<file path="config.mk">
export PLATFORM = sky130hd
export DESIGN_NAME = supply_loss_seq
export DESIGN_NICKNAME = d
export VERILOG_FILES = /design/src/rtl/supply_loss_pkg.sv /design/src/rtl/drop_sync.sv /design/src/rtl/seq_fsm.sv /design/src/rtl/out_decode.sv /design/src/rtl/supply_loss_seq.sv
export SDC_FILE = /design/constraint.sdc
export NUM_CORES = 1
export LEC_CHECK = 0
export BUFFER_PORTS_ARGS = -buffer_cell sky130_fd_sc_hd__buf_2
export CAP_MARGIN = 5
export CORE_AREA = 5 5 42 44
export CTS_BUF_LIST = sky130_fd_sc_hd__clkbuf_8
export CTS_CLUSTER_DIAMETER = 150
export DETAILED_ROUTE_END_ITERATION = 10
export DIE_AREA = 0 0 47 49
export PLACE_DENSITY = 0.7
export SLEW_MARGIN = 20
export SYNTH_ARGS = -nofsm -noshare
export SYNTH_HDL_FRONTEND = slang
export SYNTH_SLANG_ARGS = --single-unit
</file>
<file path="constraint.sdc">
create_clock -name clk -period 1.2 [get_ports clk]
set_input_delay 0.12 -clock clk [delete_from_list [all_inputs] [get_ports clk]]
set_output_delay 0.12 -clock clk [all_outputs]
set_load 0.03 [all_outputs]
</file>
<file path="src/rtl/supply_loss_pkg.sv">
package supply_loss_pkg;
  localparam int unsigned NSTATE = 5;

  typedef enum logic [NSTATE-1:0] {
    ST_IDLE   = 5'b00001,
    ST_WSCAN  = 5'b00010,
    ST_WFLY   = 5'b00100,
    ST_FORCED = 5'b01000,
    ST_OFF    = 5'b10000
  } seq_state_t;

  typedef struct packed {
    logic force_beam;
    logic vhold;
    logic vrun;
    logic hdrive;
  } ctrl_out_t;
endpackage

</file>
<file path="src/rtl/drop_sync.sv">
module drop_sync #(
  parameter int unsigned STAGES = 2
) (
  input  logic clk,
  input  logic rst_n,
  input  logic async_i,
  output logic sync_o
);
  logic [STAGES-1:0] chain_q;

  generate
    genvar g;
    for (g = 0; g < STAGES; g++) begin : g_stage
      if (g == 0) begin : g_first
        always_ff @(posedge clk) begin
          if (!rst_n) chain_q[0] <= 1'b0;
          else        chain_q[0] <= async_i;
        end
      end else begin : g_rest
        always_ff @(posedge clk) begin
          if (!rst_n) chain_q[g] <= 1'b0;
          else        chain_q[g] <= chain_q[g-1];
        end
      end
    end
  endgenerate

  assign sync_o = chain_q[STAGES-1];
endmodule

</file>
<file path="src/rtl/seq_fsm.sv">
module seq_fsm
  import supply_loss_pkg::*;
(
  input  logic       clk,
  input  logic       rst_n,
  input  logic       drop_sync_i,
  input  logic       scan_end_i,
  input  logic       flyback_end_i,
  input  logic       por_low_i,
  output seq_state_t state_o
);
  seq_state_t state_q, state_d;

  always_comb begin
    state_d = state_q;
    if (por_low_i) begin
      state_d = ST_OFF;
    end else begin
      unique case (state_q)
        ST_IDLE:   if (drop_sync_i)   state_d = ST_WSCAN;
        ST_WSCAN:  if (scan_end_i)    state_d = ST_WFLY;
        ST_WFLY:   if (flyback_end_i) state_d = ST_FORCED;
        ST_FORCED: state_d = ST_FORCED;
        ST_OFF:    state_d = ST_OFF;
        default:   state_d = ST_OFF;
      endcase
    end
  end

  always_ff @(posedge clk) begin
    if (!rst_n) state_q <= ST_IDLE;
    else        state_q <= state_d;
  end

  assign state_o = state_q;

  AST_ONEHOT_STATE: assert property (@(posedge clk) disable iff (!rst_n)
    $onehot(state_q));
  AST_POR_TO_OFF: assert property (@(posedge clk) disable iff (!rst_n)
    por_low_i |=> (state_q == ST_OFF));
  AST_OFF_STICKY: assert property (@(posedge clk) disable iff (!rst_n)
    (state_q == ST_OFF) |=> (state_q == ST_OFF));
  AST_FLY_NEEDS_SCAN: assert property (@(posedge clk) disable iff (!rst_n)
    (state_q == ST_WSCAN && !scan_end_i && !por_low_i) |=> (state_q == ST_WSCAN));
  AST_FORCED_NEEDS_FLY: assert property (@(posedge clk) disable iff (!rst_n)
    (state_q == ST_WFLY && !flyback_end_i && !por_low_i) |=> (state_q == ST_WFLY));
  AST_NO_RETURN_IDLE: assert property (@(posedge clk) disable iff (!rst_n)
    (state_q != ST_IDLE) |=> (state_q != ST_IDLE));
endmodule

</file>
<file path="src/rtl/out_decode.sv">
module out_decode
  import supply_loss_pkg::*;
(
  input  logic       clk,
  input  logic       rst_n,
  input  seq_state_t state_i,
  input  logic       fbc_en_i,
  input  logic       overscan_mode_i,
  output ctrl_out_t  ctrl_o
);
  always_comb begin
    ctrl_o = '{force_beam: 1'b0, vhold: 1'b0, vrun: 1'b1, hdrive: 1'b1};
    unique case (state_i)
      ST_FORCED: begin
        ctrl_o.force_beam = fbc_en_i;
        ctrl_o.vhold      = overscan_mode_i;
        ctrl_o.vrun       = ~overscan_mode_i;
      end
      ST_OFF: begin
        ctrl_o = '{force_beam: 1'b0, vhold: 1'b0, vrun: 1'b0, hdrive: 1'b0};
      end
      default: ;
    endcase
  end

  AST_HDRIVE_ALIVE: assert property (@(posedge clk) disable iff (!rst_n)
    (state_i != ST_OFF) |-> ctrl_o.hdrive);
  AST_OFF_SILENT: assert property (@(posedge clk) disable iff (!rst_n)
    (state_i == ST_OFF) |-> (ctrl_o == '0));
  AST_HOLD_EXCLUSIVE: assert property (@(posedge clk) disable iff (!rst_n)
    !(ctrl_o.vhold && ctrl_o.vrun));
endmodule

</file>
<file path="src/rtl/supply_loss_seq.sv">
module supply_loss_seq
  import supply_loss_pkg::*;
#(
  parameter int unsigned SYNC_STAGES = 2
) (
  input  logic              clk,
  input  logic              rst_n,
  input  logic              supply_drop_i,
  input  logic              scan_end_i,
  input  logic              flyback_end_i,
  input  logic              fbc_en_i,
  input  logic              overscan_mode_i,
  input  logic              por_low_i,
  output logic              force_beam_o,
  output logic              vhold_overscan_o,
  output logic              vrun_en_o,
  output logic              hdrive_en_o,
  output logic [NSTATE-1:0] state_o
);
  logic       drop_s;
  seq_state_t state;
  ctrl_out_t  ctrl;

  drop_sync #(.STAGES(SYNC_STAGES)) u_sync (
    .clk     (clk),
    .rst_n   (rst_n),
    .async_i (supply_drop_i),
    .sync_o  (drop_s)
  );

  seq_fsm u_fsm (
    .clk           (clk),
    .rst_n         (rst_n),
    .drop_sync_i   (drop_s),
    .scan_end_i    (scan_end_i),
    .flyback_end_i (flyback_end_i),
    .por_low_i     (por_low_i),
    .state_o       (state)
  );

  out_decode u_dec (
    .clk             (clk),
    .rst_n           (rst_n),
    .state_i         (state),
    .fbc_en_i        (fbc_en_i),
    .overscan_mode_i (overscan_mode_i),
    .ctrl_o          (ctrl)
  );

  assign force_beam_o     = ctrl.force_beam;
  assign vhold_overscan_o = ctrl.vhold;
  assign vrun_en_o        = ctrl.vrun;
  assign hdrive_en_o      = ctrl.hdrive;
  assign state_o          = state;

  AST_FORCE_ONLY_FORCED: assert property (@(posedge clk) disable iff (!rst_n)
    force_beam_o |-> (state_o == 5'b01000));
endmodule

</file>
After elaboration in Yosys (flattened, before gate mapping). Cells that the tools add are included.

Bits in registers: 7. Logic and storage cells: 27.

Reduce and logical (&&, ||, !) cells: 3. Bitwise logic cells: 2. Eq/ne operators: 11. Muxes and demuxes: 7.

Operator list (count): 5-bit two-way mux (4); 5-bit one-hot mux with 4 select lines (1); 3-bit != test (second input constant) (3); 2-bit != test (second input constant) (3); 3-bit one-hot mux with 2 select lines (1); 3-bit AND reduction (2); 5-bit by 1-bit equality test with 1-bit output (second input constant) (1); 5-bit by 2-bit equality test with 1-bit output (second input constant) (1); 5-bit by 3-bit equality test with 1-bit output (second input constant) (1); 5-bit by 4-bit equality test with 1-bit output (second input constant) (1); 5-bit equality test (second input constant) (1); 1-bit inverter (2); 2-bit OR reduction (1); 1-bit two-way mux (1).

Logic depth before layout (Yosys ltp). Gate-level depths: netlist of run 1.

Depth in word-level cells: 3. Depth in mapped cells: 4. Gate-level depth less buffers: 3.

Cells and area by module. Synthesis of run 1 repeated with hierarchy kept, for this count alone.

Cell total of the unflattened synthesis: 39. Area, all modules: 345.3 µm².

Modules (own cells, without submodules): seq_fsm (cells an instance 28, times used 1, seq. area each 100.1 µm², area each 235.2 µm²); out_decode (cells an instance 7, times used 1, seq. area each 0.0 µm², area each 57.6 µm²); drop_sync (cells an instance 4, times used 1, seq. area each 40.0 µm², area each 52.6 µm²).

Worst setup path before layout of run 1. Ideal clock, no wire load.

Path type: register to output. Start point: register u_fsm.state_q[1] (netlist: u_fsm.state_o[1]). End point: output vrun_en_o. Slack: -0.599 ns. Buffers on the path: 1. Stages on the path, launching flop included: 5. Arrival time: 1.679 ns. Path through: dfxtp_1 -> buf_2 -> nor3_2 -> and3_1 -> a31oi_1.

Longest elaborated chain between the ends: 2.

RTL lines: start, declared (RTL line seq_fsm.sv:12) `seq_state_t state_q, state_d;`; start signal, assigned (RTL line seq_fsm.sv:32) `else state_q <= state_d;`; 5-bit equality test / 5-bit by 4-bit equality test with 1-bit output (equally long branches) (RTL line out_decode.sv:13) `unique case (state_i)`; 3-bit one-hot mux with 2 select lines * (RTL line out_decode.sv:13); end, declared (RTL line supply_loss_seq.sv:16) `output logic vrun_en_o,`.

Every way passes the cells marked *; elsewhere a longest branch is shown, timed or not.

Worst setup path after layout of run 1.
Start point: register u_fsm.state_q[4] (netlist: u_fsm.state_o[4]). End point: output vrun_en_o.

Same word-level chain as after synthesis.

==> impl_table.tex, run 1 <==
\begin{tabular}{lr}
\hline
Metric & Value \\
\hline
\multicolumn{2}{l}{\textbf{Yosys}} \\
\quad Area share of the leading cell type in the synthesized netlist & 32.0\% \\
\quad Netlist Area Pre-Place & roughly 440 um\^{}2 \\
\quad Yosys top cell by area & sky130\_fd\_sc\_hd\_\_dfxtp\_1 \\
\quad Post-Syn Nets & 57 \\
\quad Synth cell types & 26 \\
\quad Post-synth ARST share & 0\% \\
\quad Post-synth EDFFs & 0 \\
\quad Seq/Total Area, Yosys & 32.0\% \\
\quad Number of warnings issued by yosys & 0 \\
\quad Leading register cell type out of synthesis & sky130\_fd\_sc\_hd\_\_dfxtp\_1 \\
\quad Post-synthesis instance total & 49 \\
\quad Number of storage elements in the synthesis netlist & 7 \\
\quad Synth area leaders & sky130\_fd\_sc\_hd\_\_dfxtp\_1 32\%, sky130\_fd\_sc\_hd\_\_buf\_6 5.1\%, sky130\_fd\_sc\_hd\_\_nor2\_1 5.1\% \\
\quad Mean instance size in the synthesized netlist & 8.94 um\^{}2 \\
\multicolumn{2}{l}{\textbf{Critical path}} \\
\quad Max incr delay on CP & around 0.34 ns \\
\quad Max FO, Critical Path & 4 \\
\quad Type of the setup path with the least slack & reg -> out \\
\quad Worst Path Required & 1.08 ns \\
\quad Chain of cells forming the critical path & nor3\_4 > and3\_4 > a31oi\_4 > buf\_6 \\
\quad Library cell contributing the largest single delay on the critical path & sky130\_fd\_sc\_hd\_\_dfxtp\_4 \\
\quad Crit start category & flip-flop \\
\quad Data arrival time at the worst-slack endpoint & 1.21 ns \\
\quad Capturing element type of the critical path & output port \\
\multicolumn{2}{l}{\textbf{Route}} \\
\quad Number of violations reported at the end of detailed-routing iteration 0 & 11 \\
\quad DRC violation count after routing & 0 \\
\quad Vias & 488 \\
\quad Wirelength per Cell & 14.9 um \\
\quad Length of the first detailed-routing pass in iterations & 4 \\
\quad Post-Route WL & 1.39 mm \\
\quad Via density & $\sim$5.2 \\
\quad ANT nets after route & 0 \\
\multicolumn{2}{l}{\textbf{STA}} \\
\quad Sum Neg Setup Slack & -0.436 ns \\
\quad Shortest clock period the worst path allows after layout & about 1.3 ns \\
\quad Headroom to the max-slew limit & 81.7\% \\
\quad Final-report setup violation count & 6 \\
\quad Slew at the pin closest to its max-slew limit & 0.274 ns \\
\quad RSZ-0062 raised after global routing & yes \\
\quad Number of max-slew violations in the final report & 0 \\
\quad Setup slack of the critical path after layout & -0.134 ns \\
\quad Fmax achieved & 750 MHz \\
\quad Share of the clock period used by the worst path & 111\% \\
\quad Hold WS & 0.101 ns \\
\quad Final worst clock skew & 0.00528 ns \\
\quad Hold violation count in the final report & 0 \\
\multicolumn{2}{l}{\textbf{Power}} \\
\quad Worst vdd ir & 0.000791 V \\
\quad Final total power & 732 uW \\
\quad Power per cell area & 913 mW/mm\^{}2 \\
\quad Leakage power & 0.354 nW \\
\multicolumn{2}{l}{\textbf{Clocking}} \\
\quad Longest Clk Path Bufs & 2 \\
\quad CTS tree & yes \\
\quad Root buffer cell & sky130\_fd\_sc\_hd\_\_clkbuf\_8 \\
\quad Clock Pin Slew Worst Setup and Hold Paths & around 0.04 ns \\
\quad Number of CTS-inserted buffers & 3 \\
\quad Post-CTS Hold Buffers & 0 \\
\quad H-tree level count & 1 \\
\quad Worst-skew pair later-pin latency & 0.23 ns \\
\quad Total clock sinks & 7 \\
\multicolumn{2}{l}{\textbf{Die}} \\
\quad Total die area & approximately 0.0023 mm\^{}2 \\
\quad Count of standard-cell rows & 14 \\
\quad Width of the chip & between 40 and 50 um \\
\quad Ports & 17 \\
\quad Die span in y & a little under 50 um \\
\quad Initial cell density of the core & 31.3\% \\
\quad Core area & between 0.001 and 0.0015 mm\^{}2 \\
\multicolumn{2}{l}{\textbf{Finish}} \\
\quad Leading cell types in the layout, fill and taps excluded & 12 x sky130\_fd\_sc\_hd\_\_buf\_2, 8 x sky130\_fd\_sc\_hd\_\_buf\_4, 7 x sky130\_fd\_sc\_hd\_\_buf\_6 \\
\quad Count of inserted antenna diode cells & 0 \\
\quad Nets & 86 \\
\quad Commonest non-fill, non-tap cell in the layout & sky130\_fd\_sc\_hd\_\_buf\_2 \\
\quad Area delta synth->final & 83.1\% \\
\quad Proportion of layout cells with a drive suffix above 1 & between 70\% and 80\% \\
\multicolumn{2}{l}{\textbf{Global routing}} \\
\quad Overall routing resource usage & 12.3\% \\
\quad Wire length of the first global-routing pass & slightly below 2 mm \\
\quad GR Overflow Total & 0 \\
\quad Number of global-route vias before repair & $\sim$460 \\
\quad Initial antenna violation count & 0 \\
\quad Maximum number of pins on one net before global-route repair & 12 \\
\multicolumn{2}{l}{\textbf{Outcome}} \\
\quad Failing checks & negative setup slack \\
\quad Result of the run & finished with violations \\
\multicolumn{2}{l}{\textbf{Job}} \\
\quad Max-cap viol count & 0 \\
\multicolumn{2}{l}{\textbf{Placed design}} \\
\quad Detailed placement HPWL & 805 um \\
\quad Routability congestion estimate from global placement & 0.758 \\
\quad Worst slack after detailed placement & 0.0128 ns \\
\quad PortBufs & 16 \\
\multicolumn{2}{l}{\textbf{Min path}} \\
\quad Classification of the worst-slack hold path & in -> reg \\
\hline
\end{tabular}
## area by class of cell
type                            instances  area (um^2)
Clock buffer                            3         41.3
Timing Repair Buffer                   29          226
Sequential cell                         7          159
Clock inverter                          1         3.75
Multi-Input combinational cell         37          352
Tap cell                               16         20.0
Fill cell                             121          599
## cell usage after synthesis (all sizes together) (2+ instances only)
cell type / instances
a31oi: 2
nand3: 3
o21ai: 3
nor2b: 2
nor3: 4
nor2: 6
dfxtp: 7
buf: 5
and2: 2
nand2: 2
nand2b: 2
and3: 2
## flip-flops by register name (all words and copies together), names as in the netlist
register,count
u_fsm.state_o,5
u_sync.chain_q,1
u_sync.sync_o,1
## logic make-up (layout without fill, tap and decap cells)
| logic type | count (synthesis) | in the layout | share of synthesized area (%) |
|---|---|---|---|
| buf+inv | 5 | 33 | 9.14 |
| simple gates | 26 | 26 | 38.3 |
| compound gates | 9 | 9 | 16.3 |
| xor+xnor | 1 | 1 | 2.00 |
| flops | 7 | 7 | 32.0 |
| mux | 1 | 1 | 2.29 |
## final timing paths
| check | start | slack, ns | end | cells after the start |
|---|---|---|---|---|
| min | supply_drop_i | 0.10 | u_sync.chain_q[0] | 2 |
| max | u_fsm.state_o[4] | -0.13 | vrun_en_o | 4 |
| min reg2reg | u_sync.chain_q[0] | 0.43 | u_sync.sync_o | 1 |
| max reg2reg | u_fsm.state_o[3] | -0.02 | u_fsm.state_o[1] | 4 |
## critical path, delay by kind of cell, from the launching register on
kind / cells / cell delay, ns
and+or+nand+nor: 2 / 0.46
DFF: 1 / 0.34
buffers and inverters: 1 / 0.14
AOI/OAI and AO/OA: 1 / 0.03
## through the flow
step	cell area (um^2)	util, %	instances
2_1_floorplan	502	-	49
3_3_place_gp	572	40.8	79
3_5_place_dp	572	40.8	79
4_1_cts	686	48.9	88
5_1_grt	802	57.2	93
6_report	802	57.2	93
## metal layers
metal	global-route usage, %	up-vias	wire [um]
li1	-	236	-
met1	12.2	228	506
met2	19.9	17	753
met3	5.54	7	77
met4	7.37	0	52
met5	0	-	0
## power breakdown
group	total [mW]	internal [mW]	switching, mW
Sequential	0.247	0.236	0.0112
Combinational	0.160	0.0761	0.0838
Clock	0.326	0.221	0.104
Total	0.732	0.533	0.199
## what timing repair did
action | in CTS | in global routing
gates resized for setup | 9 | 19
pin swaps | 2 | 8
gates cloned | 0 | 0
buffers inserted | 5 | 6
setup endpoints to repair | 4 | 8
(Power assumes the default switching activity.)
==> run 2, diff against run 1 <==
Settings changed: TNS_END_PERCENT set to 100.
Clock period 1.2 ns to 1.3 ns, I/O delays scaled along.
==> run 2 against run 1 <==
The flow still finishes with violations (negative setup slack). Count of clock-buffer cells in the layout did not move. Utilization fell by 8.6 points. Global-route usage rose by 0.079 points. First-iteration DRC count rose by 18%. Clock power fell by 5%. Total power fell by 9.8%. Register-to-register slack improved by 0.07 ns. Non-clock buffer count fell by 3. Final area fell by 15%. Clock skew rose by 0.0036 ns. Largest power group unchanged.
==> impl_table.tex, run 2 (synthesis gave the netlist of run 1 again) <==
\begin{tabular}{lr}
\hline
Metric & Value \\
\hline
\multicolumn{2}{l}{\textbf{Job}} \\
\quad Max-cap viol count & 0 (unchanged) \\
\multicolumn{2}{l}{\textbf{STA}} \\
\quad Slew at the pin closest to its max-slew limit & 0.366 ns (+0.0918 ns) \\
\quad RSZ-0062 raised after global routing & yes \\
\quad Number of max-slew violations in the final report & 0 (unchanged) \\
\quad Fmax achieved & approximately 740 MHz \\
\quad Share of the clock period used by the worst path & 103\% \\
\quad Hold violation count in the final report & 0 (unchanged) \\
\quad Shortest clock period the worst path allows after layout & 1.34 ns \\
\quad Setup slack of the critical path after layout & -0.0445 ns (+0.0891 ns) \\
\quad Final worst clock skew & 0.00888 ns (+0.00360 ns) \\
\quad Headroom to the max-slew limit & 75.3\% (-6.4 points) \\
\quad Final-report setup violation count & 3 (-3) \\
\multicolumn{2}{l}{\textbf{Power}} \\
\quad Switching power as a share of total power & 27.3\% (+0.076 points) \\
\quad Switching power & 180 uW (-9.6\%) \\
\quad Part of the total power dissipated in the clock network & 46.9\% (+2.4 points) \\
\quad Proportion of power drawn by flip-flops and latches & 35.3\% (+1.6 points) \\
\quad Worst vdd ir & 0.000969 V (+22\%) \\
\quad Leakage power & 0.310 nW (-12\%) \\
\quad Final total power & 660 uW (-9.8\%) \\
\quad Power per cell area & 968 mW/mm\^{}2 (+6.0\%) \\
\quad Internal power consumption & 480 uW (-9.9\%) \\
\quad Logic gate share of total power & 17.8\% (-4.0 points) \\
\multicolumn{2}{l}{\textbf{Finish}} \\
\quad Max reg flops & 5 (unchanged) \\
\quad Post-layout instance area & 682 um\^{}2 (-15\%) \\
\quad Area delta synth->final & 55.7\% \\
\quad Commonest non-fill, non-tap cell in the layout & sky130\_fd\_sc\_hd\_\_buf\_2 \\
\quad Proportion of layout cells with a drive suffix above 1 & 58.1\% (-12 points) \\
\quad Nets & 83 (-3.5\%) \\
\quad Count of inserted antenna diode cells & 0 (unchanged) \\
\quad Leading cell types in the layout, fill and taps excluded & 13 x sky130\_fd\_sc\_hd\_\_buf\_2, 12 x sky130\_fd\_sc\_hd\_\_buf\_4, 5 x sky130\_fd\_sc\_hd\_\_nor2\_1 \\
\multicolumn{2}{l}{\textbf{Global routing}} \\
\quad Number of global-route vias before repair & 461 (+0.88\%) \\
\quad Initial antenna violation count & 0 (unchanged) \\
\quad Wire length of the first global-routing pass & 2.05 mm (+3.1\%) \\
\quad GR Overflow Total & 0 (unchanged) \\
\quad Maximum number of pins on one net before global-route repair & 12 (unchanged) \\
\quad Overall routing resource usage & 12.4\% (+0.079 points) \\
\multicolumn{2}{l}{\textbf{Route}} \\
\quad Detailed-routing wirelength on met1 & 473 um (-6.5\%) \\
\quad Wirelength per Cell & 14.2 um (-4.9\%) \\
\quad Post-Route WL & 1.28 mm (-8.0\%) \\
\quad Met2 wire length & 724 um (-3.9\%) \\
\quad Wire length on met3 & 75 um (-2.6\%) \\
\quad ANT nets after route & 0 (unchanged) \\
\quad Number of violations reported at the end of detailed-routing iteration 0 & 13 (+2) \\
\quad Via density & 5.29 (+0.79\%) \\
\quad Length of the first detailed-routing pass in iterations & 4 (unchanged) \\
\quad Highest routing layer actually used & met4 \\
\quad Vias & 476 (-2.5\%) \\
\quad DRC violation count after routing & 0 (unchanged) \\
\multicolumn{2}{l}{\textbf{Clocking}} \\
\quad Number of CTS-inserted buffers & 3 (unchanged) \\
\quad H-tree level count & 1 (unchanged) \\
\quad Clock Pin Slew Worst Setup and Hold Paths & 0.05 ns (about the same) \\
\quad Root buffer cell & sky130\_fd\_sc\_hd\_\_clkbuf\_8 \\
\quad Longest Clk Path Bufs & 2 (unchanged) \\
\quad CTS tree & yes \\
\quad Worst-skew pair later-pin latency & 0.23 ns (about the same) \\
\quad Total clock sinks & 7 (unchanged) \\
\multicolumn{2}{l}{\textbf{Critical path}} \\
\quad Data arrival time at the worst-slack endpoint & 1.21 ns (about the same) \\
\quad Max FO, Critical Path & 3 (-1) \\
\quad Library cell contributing the largest single delay on the critical path & sky130\_fd\_sc\_hd\_\_dfxtp\_4 \\
\quad Chain of cells forming the critical path & nor3\_4 > and3\_4 > a31oi\_4 > buf\_6 \\
\quad Max incr delay on CP & 0.36 ns (+0.02 ns) \\
\quad Worst Path Required & 1.17 ns (+0.09 ns) \\
\quad Type of the setup path with the least slack & reg -> out \\
\quad Crit start category & flip-flop \\
\quad Capturing element type of the critical path & output port \\
\multicolumn{2}{l}{\textbf{Die}} \\
\quad Core area & 0.00140 mm\^{}2 (unchanged) \\
\quad Ports & 17 (unchanged) \\
\quad Initial cell density of the core & 31.3\% (unchanged) \\
\quad Total die area & 0.00230 mm\^{}2 (unchanged) \\
\quad Width of the chip & 47 um (unchanged) \\
\quad Count of standard-cell rows & 14 (unchanged) \\
\quad Die span in y & 49 um (unchanged) \\
\multicolumn{2}{l}{\textbf{Outcome}} \\
\quad Result of the run & finished with violations \\
\quad Failing checks & negative setup slack \\
\multicolumn{2}{l}{\textbf{Min path}} \\
\quad Classification of the worst-slack hold path & in -> reg \\
\multicolumn{2}{l}{\textbf{Placed design}} \\
\quad Cell area after placement & 562 um\^{}2 (-1.8\%) \\
\quad Detailed placement HPWL & 801 um (-0.57\%) \\
\quad PortBufs & 16 (unchanged) \\
\quad Routability congestion estimate from global placement & 0.794 (+4.8\%) \\
\hline
\end{tabular}
==> run 2: cell types whose count changed in the layout (fill, tap and decap cells not counted), moves of 2 or more <==
cell and delta:
sky130_fd_sc_hd__nand3_1 +2, sky130_fd_sc_hd__buf_6 -6, sky130_fd_sc_hd__buf_4 +4, sky130_fd_sc_hd__nor2_1 +3
sky130_fd_sc_hd__nor2_4 -3, sky130_fd_sc_hd__nand3_2 -2
==> run 2: layout make-up <==
type	instances	area [um^2]
clock inverter	1	3.75
tap	16	20.0
clock buffer	3	41.3
fill	141	719
multi-input combinational	37	294
timing repair buffer	26	166
sequential	7	156
==> run 2: power groups by stage <==
stage / Sequential (mW) / Combinational (mW) / Clock, mW
2_1_floorplan: 0.242 / 0.0643 / 0
3_3_place_gp: 0.243 / 0.0944 / 0
3_5_place_dp: 0.243 / 0.0952 / 0
4_1_cts: 0.231 / 0.112 / 0.315
5_1_grt: 0.233 / 0.128 / 0.334
6_report: 0.233 / 0.118 / 0.310
==> run 2: critical path, delay by kind of cell, from the launching register on <==
kind | cells | cell delay (ns)
AOI/OAI and AO/OA | 1 | 0.03
DFF | 1 | 0.36
and+or+nand+nor | 2 | 0.44
buffers and inverters | 1 | 0.15
==> run 2: final timing paths <==
kind	startpoint	to	slack (ns)	depth (start not counted)
worst max register to register	u_fsm.state_o[4]	u_fsm.state_o[4]	0.05	6
worst max-delay path	u_fsm.state_o[4]	vrun_en_o	-0.04	4
worst min register to register	u_sync.chain_q[0]	u_sync.sync_o	0.44	1
worst min-delay path	supply_drop_i	u_sync.chain_q[0]	0.12	2
==> run 2: per-layer routing <==
layer | global-route usage (%) | vias to the layer above
met2 | 19.7 | 14
met4 | 5.99 | 0
li1 | - | 227
met5 | 0 | -
met1 | 13.6 | 233
met3 | 5.17 | 2
==> run 2: per-stage QoR <==
| stage | hold slack, ns | instances | setup WS [ns] | setup TNS [ns] | util [%] |
|---|---|---|---|---|---|
| 6_report | 0.118 | 90 | -0.0445 | -0.0800 | 48.7 |
| 2_1_floorplan | 0.206 | 49 | 0.00481 | 0 | - |
| 5_1_grt | 0.125 | 90 | -0.0806 | -0.177 | 48.7 |
| 4_1_cts | 0.118 | 89 | -0.0212 | -0.0212 | 47.8 |
| 3_5_place_dp | 0.346 | 81 | 0.0829 | 0 | 40.1 |
| 3_3_place_gp | 0.339 | 81 | 0.120 | 0 | 40.1 |
==> run 2: repair_timing <==
action | in CTS | in global routing
gates resized for setup | 10 | 3
endpoints found under the setup margin | 3 | 4
hold buffers | 0 | 0
pin swaps | 2 | 2
buffers inserted | 4 | 1
==> run 3, diff against run 2 <==
Settings changed: PLACE_DENSITY 0.7 to 0.72.
Clock period 1.3 ns to 1.1 ns, I/O delays scaled along.
==> run 3 against run 2 <==
The flow still finishes with violations (negative setup slack). Utilization rose by 6.2 points. First-iteration DRC count shrank 54%. Sequential share of layout area is 2.3 points lower. Largest cell class unchanged.
==> impl_table.tex, run 3 (synthesis gave the netlist of run 1 again) <==
\begin{tabular}{lr}
\hline
Metric & Value \\
\hline
\multicolumn{2}{l}{\textbf{Finish}} \\
\quad Proportion of layout cells with a drive suffix above 1 & 70.7\% (+13 points) \\
\quad Nets & 84 (+1.2\%) \\
\quad Area delta synth->final & 75.4\% \\
\quad Commonest non-fill, non-tap cell in the layout & sky130\_fd\_sc\_hd\_\_buf\_2 \\
\quad Leading cell types in the layout, fill and taps excluded & 11 x sky130\_fd\_sc\_hd\_\_buf\_2, 10 x sky130\_fd\_sc\_hd\_\_buf\_4, 5 x sky130\_fd\_sc\_hd\_\_buf\_6, 5 x sky130\_fd\_sc\_hd\_\_dfxtp\_4 \\
\quad Count of inserted antenna diode cells & 0 (unchanged) \\
\quad Max reg flops & 5 (unchanged) \\
\quad Final Non-Filler Cells & 91 (+1.1\%) \\
\quad End-of-flow core utilization & 54.8\% (+6.2 points) \\
\multicolumn{2}{l}{\textbf{Die}} \\
\quad Width of the chip & 47 um (unchanged) \\
\quad Ports & 17 (unchanged) \\
\quad Total die area & 0.00230 mm\^{}2 (unchanged) \\
\quad Die span in y & 49 um (unchanged) \\
\quad Initial cell density of the core & 31.3\% (unchanged) \\
\quad Core area & 0.00140 mm\^{}2 (unchanged) \\
\quad Count of standard-cell rows & 14 (unchanged) \\
\multicolumn{2}{l}{\textbf{Power}} \\
\quad Worst vdd ir & 0.000701 V (-28\%) \\
\quad Final total power & 789 uW (+19\%) \\
\quad Power per cell area & 1030 mW/mm\^{}2 (+6.1\%) \\
\quad Leakage power & 0.325 nW (+4.9\%) \\
\multicolumn{2}{l}{\textbf{STA}} \\
\quad Final-report setup violation count & 8 (+5) \\
\quad Number of max-slew violations in the final report & 0 (unchanged) \\
\quad Share of the clock period used by the worst path & 119\% \\
\quad Shortest clock period the worst path allows after layout & 1.31 ns \\
\quad Final worst clock skew & 0.00306 ns (-0.00582 ns) \\
\quad Hold violation count in the final report & 0 (unchanged) \\
\quad Slew at the pin closest to its max-slew limit & 0.379 ns (+0.0131 ns) \\
\quad Hold WS & 0.0867 ns (-0.0309 ns) \\
\quad Fmax achieved & 764 MHz \\
\quad RSZ-0062 raised after global routing & yes \\
\quad Headroom to the max-slew limit & 74.7\% (-0.60 points) \\
\quad Setup slack of the critical path after layout & -0.209 ns (-0.164 ns) \\
\multicolumn{2}{l}{\textbf{Global routing}} \\
\quad Maximum number of pins on one net before global-route repair & 11 (-1) \\
\quad Wire length of the first global-routing pass & 2.09 mm (+2.0\%) \\
\quad GR Overflow Total & 0 (unchanged) \\
\quad Overall routing resource usage & 13.1\% (+0.77 points) \\
\quad Initial antenna violation count & 0 (unchanged) \\
\quad Number of global-route vias before repair & 461 (unchanged) \\
\multicolumn{2}{l}{\textbf{Clocking}} \\
\quad H-tree level count & 1 (unchanged) \\
\quad Worst-skew pair later-pin latency & 0.23 ns (about the same) \\
\quad Post-CTS Hold Buffers & 0 (unchanged) \\
\quad Root buffer cell & sky130\_fd\_sc\_hd\_\_clkbuf\_8 \\
\quad Number of CTS-inserted buffers & 3 (unchanged) \\
\quad CTS tree & yes \\
\quad Clock Pin Slew Worst Setup and Hold Paths & 0.04 ns (about the same) \\
\quad Longest Clk Path Bufs & 2 (unchanged) \\
\quad Total clock sinks & 7 (unchanged) \\
\multicolumn{2}{l}{\textbf{Critical path}} \\
\quad Max incr delay on CP & 0.34 ns (-0.02 ns) \\
\quad Crit start category & flip-flop \\
\quad CP top delay family & simple AND/OR/NAND/NOR gates \\
\quad Capturing element type of the critical path & output port \\
\quad Chain of cells forming the critical path & nor3\_4 > and3\_4 > a31oi\_4 > buf\_6 \\
\quad Library cell contributing the largest single delay on the critical path & sky130\_fd\_sc\_hd\_\_dfxtp\_4 \\
\quad Buf/Inv on CP & 1 (unchanged) \\
\quad Worst Path Required & 0.99 ns (-0.18 ns) \\
\quad Type of the setup path with the least slack & reg -> out \\
\quad Max FO, Critical Path & 3 (unchanged) \\
\quad Data arrival time at the worst-slack endpoint & 1.20 ns (about the same) \\
\multicolumn{2}{l}{\textbf{Placed design}} \\
\quad PortBufs & 16 (unchanged) \\
\quad Total instance count after detailed placement & 83 (+2.5\%) \\
\quad Routability congestion estimate from global placement & 0.772 (-2.7\%) \\
\quad Detailed placement HPWL & 856 um (+7.0\%) \\
\multicolumn{2}{l}{\textbf{Route}} \\
\quad Post-Route WL & 1.34 mm (+4.4\%) \\
\quad ANT nets after route & 0 (unchanged) \\
\quad Wirelength per Cell & 14.7 um (+3.2\%) \\
\quad Length of the first detailed-routing pass in iterations & 4 (unchanged) \\
\quad Vias & 463 (-2.7\%) \\
\quad Number of violations reported at the end of detailed-routing iteration 0 & 6 (-7) \\
\quad DRC violation count after routing & 0 (unchanged) \\
\quad Via density & 5.09 (-3.8\%) \\
\multicolumn{2}{l}{\textbf{Min path}} \\
\quad Classification of the worst-slack hold path & in -> reg \\
\multicolumn{2}{l}{\textbf{Job}} \\
\quad Max-cap viol count & 0 (unchanged) \\
\multicolumn{2}{l}{\textbf{Outcome}} \\
\quad Result of the run & finished with violations \\
\quad Failing checks & negative setup slack \\
\hline
\end{tabular}
run 3: cell types whose count changed in the layout (fill, tap and decap cells not counted), moves of 2 or more:
cell,before,now
sky130_fd_sc_hd__nor2_1,5,3
sky130_fd_sc_hd__buf_2,13,11
sky130_fd_sc_hd__o21ai_0,2,0
sky130_fd_sc_hd__nand3_2,0,2
sky130_fd_sc_hd__nor2_2,1,3
sky130_fd_sc_hd__buf_4,12,10
sky130_fd_sc_hd__buf_6,1,5
sky130_fd_sc_hd__nand3_1,3,1
run 3: timing repair:
item                                    in CTS  in global routing
setup buffers                                4                  0
gates resized for setup                      7                 12
pin swaps                                    3                  5
cloned                                       0                  0
endpoints found under the setup margin       5                 10
run 3: report_power, final:
group | total, mW | internal [mW] | switching [mW]
Combinational | 0.166 | 0.0767 | 0.0890
Clock | 0.356 | 0.241 | 0.115
Sequential | 0.267 | 0.257 | 0.0102
run 3: final cells by class:
class                   count  area (um^2)
well taps                  16         20.0
clock buffers               3         41.3
flip-flops and latches      7          159
repair buffers             27          194
fillers                   129          633
multi-input cells          37          350
clock inverters             1         3.75
run 3: final timing paths:
kind / startpoint / to / slack [ns] / cells after the start
min: supply_drop_i / u_sync.chain_q[0] / 0.09 / 2
max: u_fsm.state_o[4] / vrun_en_o / -0.21 / 4
min reg2reg: u_sync.chain_q[0] / u_sync.sync_o / 0.43 / 1
max reg2reg: u_fsm.state_o[3] / u_fsm.state_o[1] / -0.15 / 4
run 3: stage by stage:
| step | setup slack (ns) | TNS (ns) | area [um^2] |
|---|---|---|---|
| 3_5_place_dp | -0.0270 | -0.0542 | 622 |
| 6_report | -0.209 | -0.932 | 768 |
| 3_3_place_gp | -0.0113 | -0.0113 | 622 |
| 4_1_cts | -0.219 | -0.917 | 717 |
| 5_1_grt | -0.258 | -1.41 | 768 |
| 2_1_floorplan | -0.0934 | -0.191 | 526 |
run 3: routing by layer:
metal	vias up	routed length, um	GRT usage [%]
li1	228	-	-
met1	214	519	14.9
met2	14	688	19.0
met3	7	61	3.69
met4	0	66	11.5
met5	-	0	0
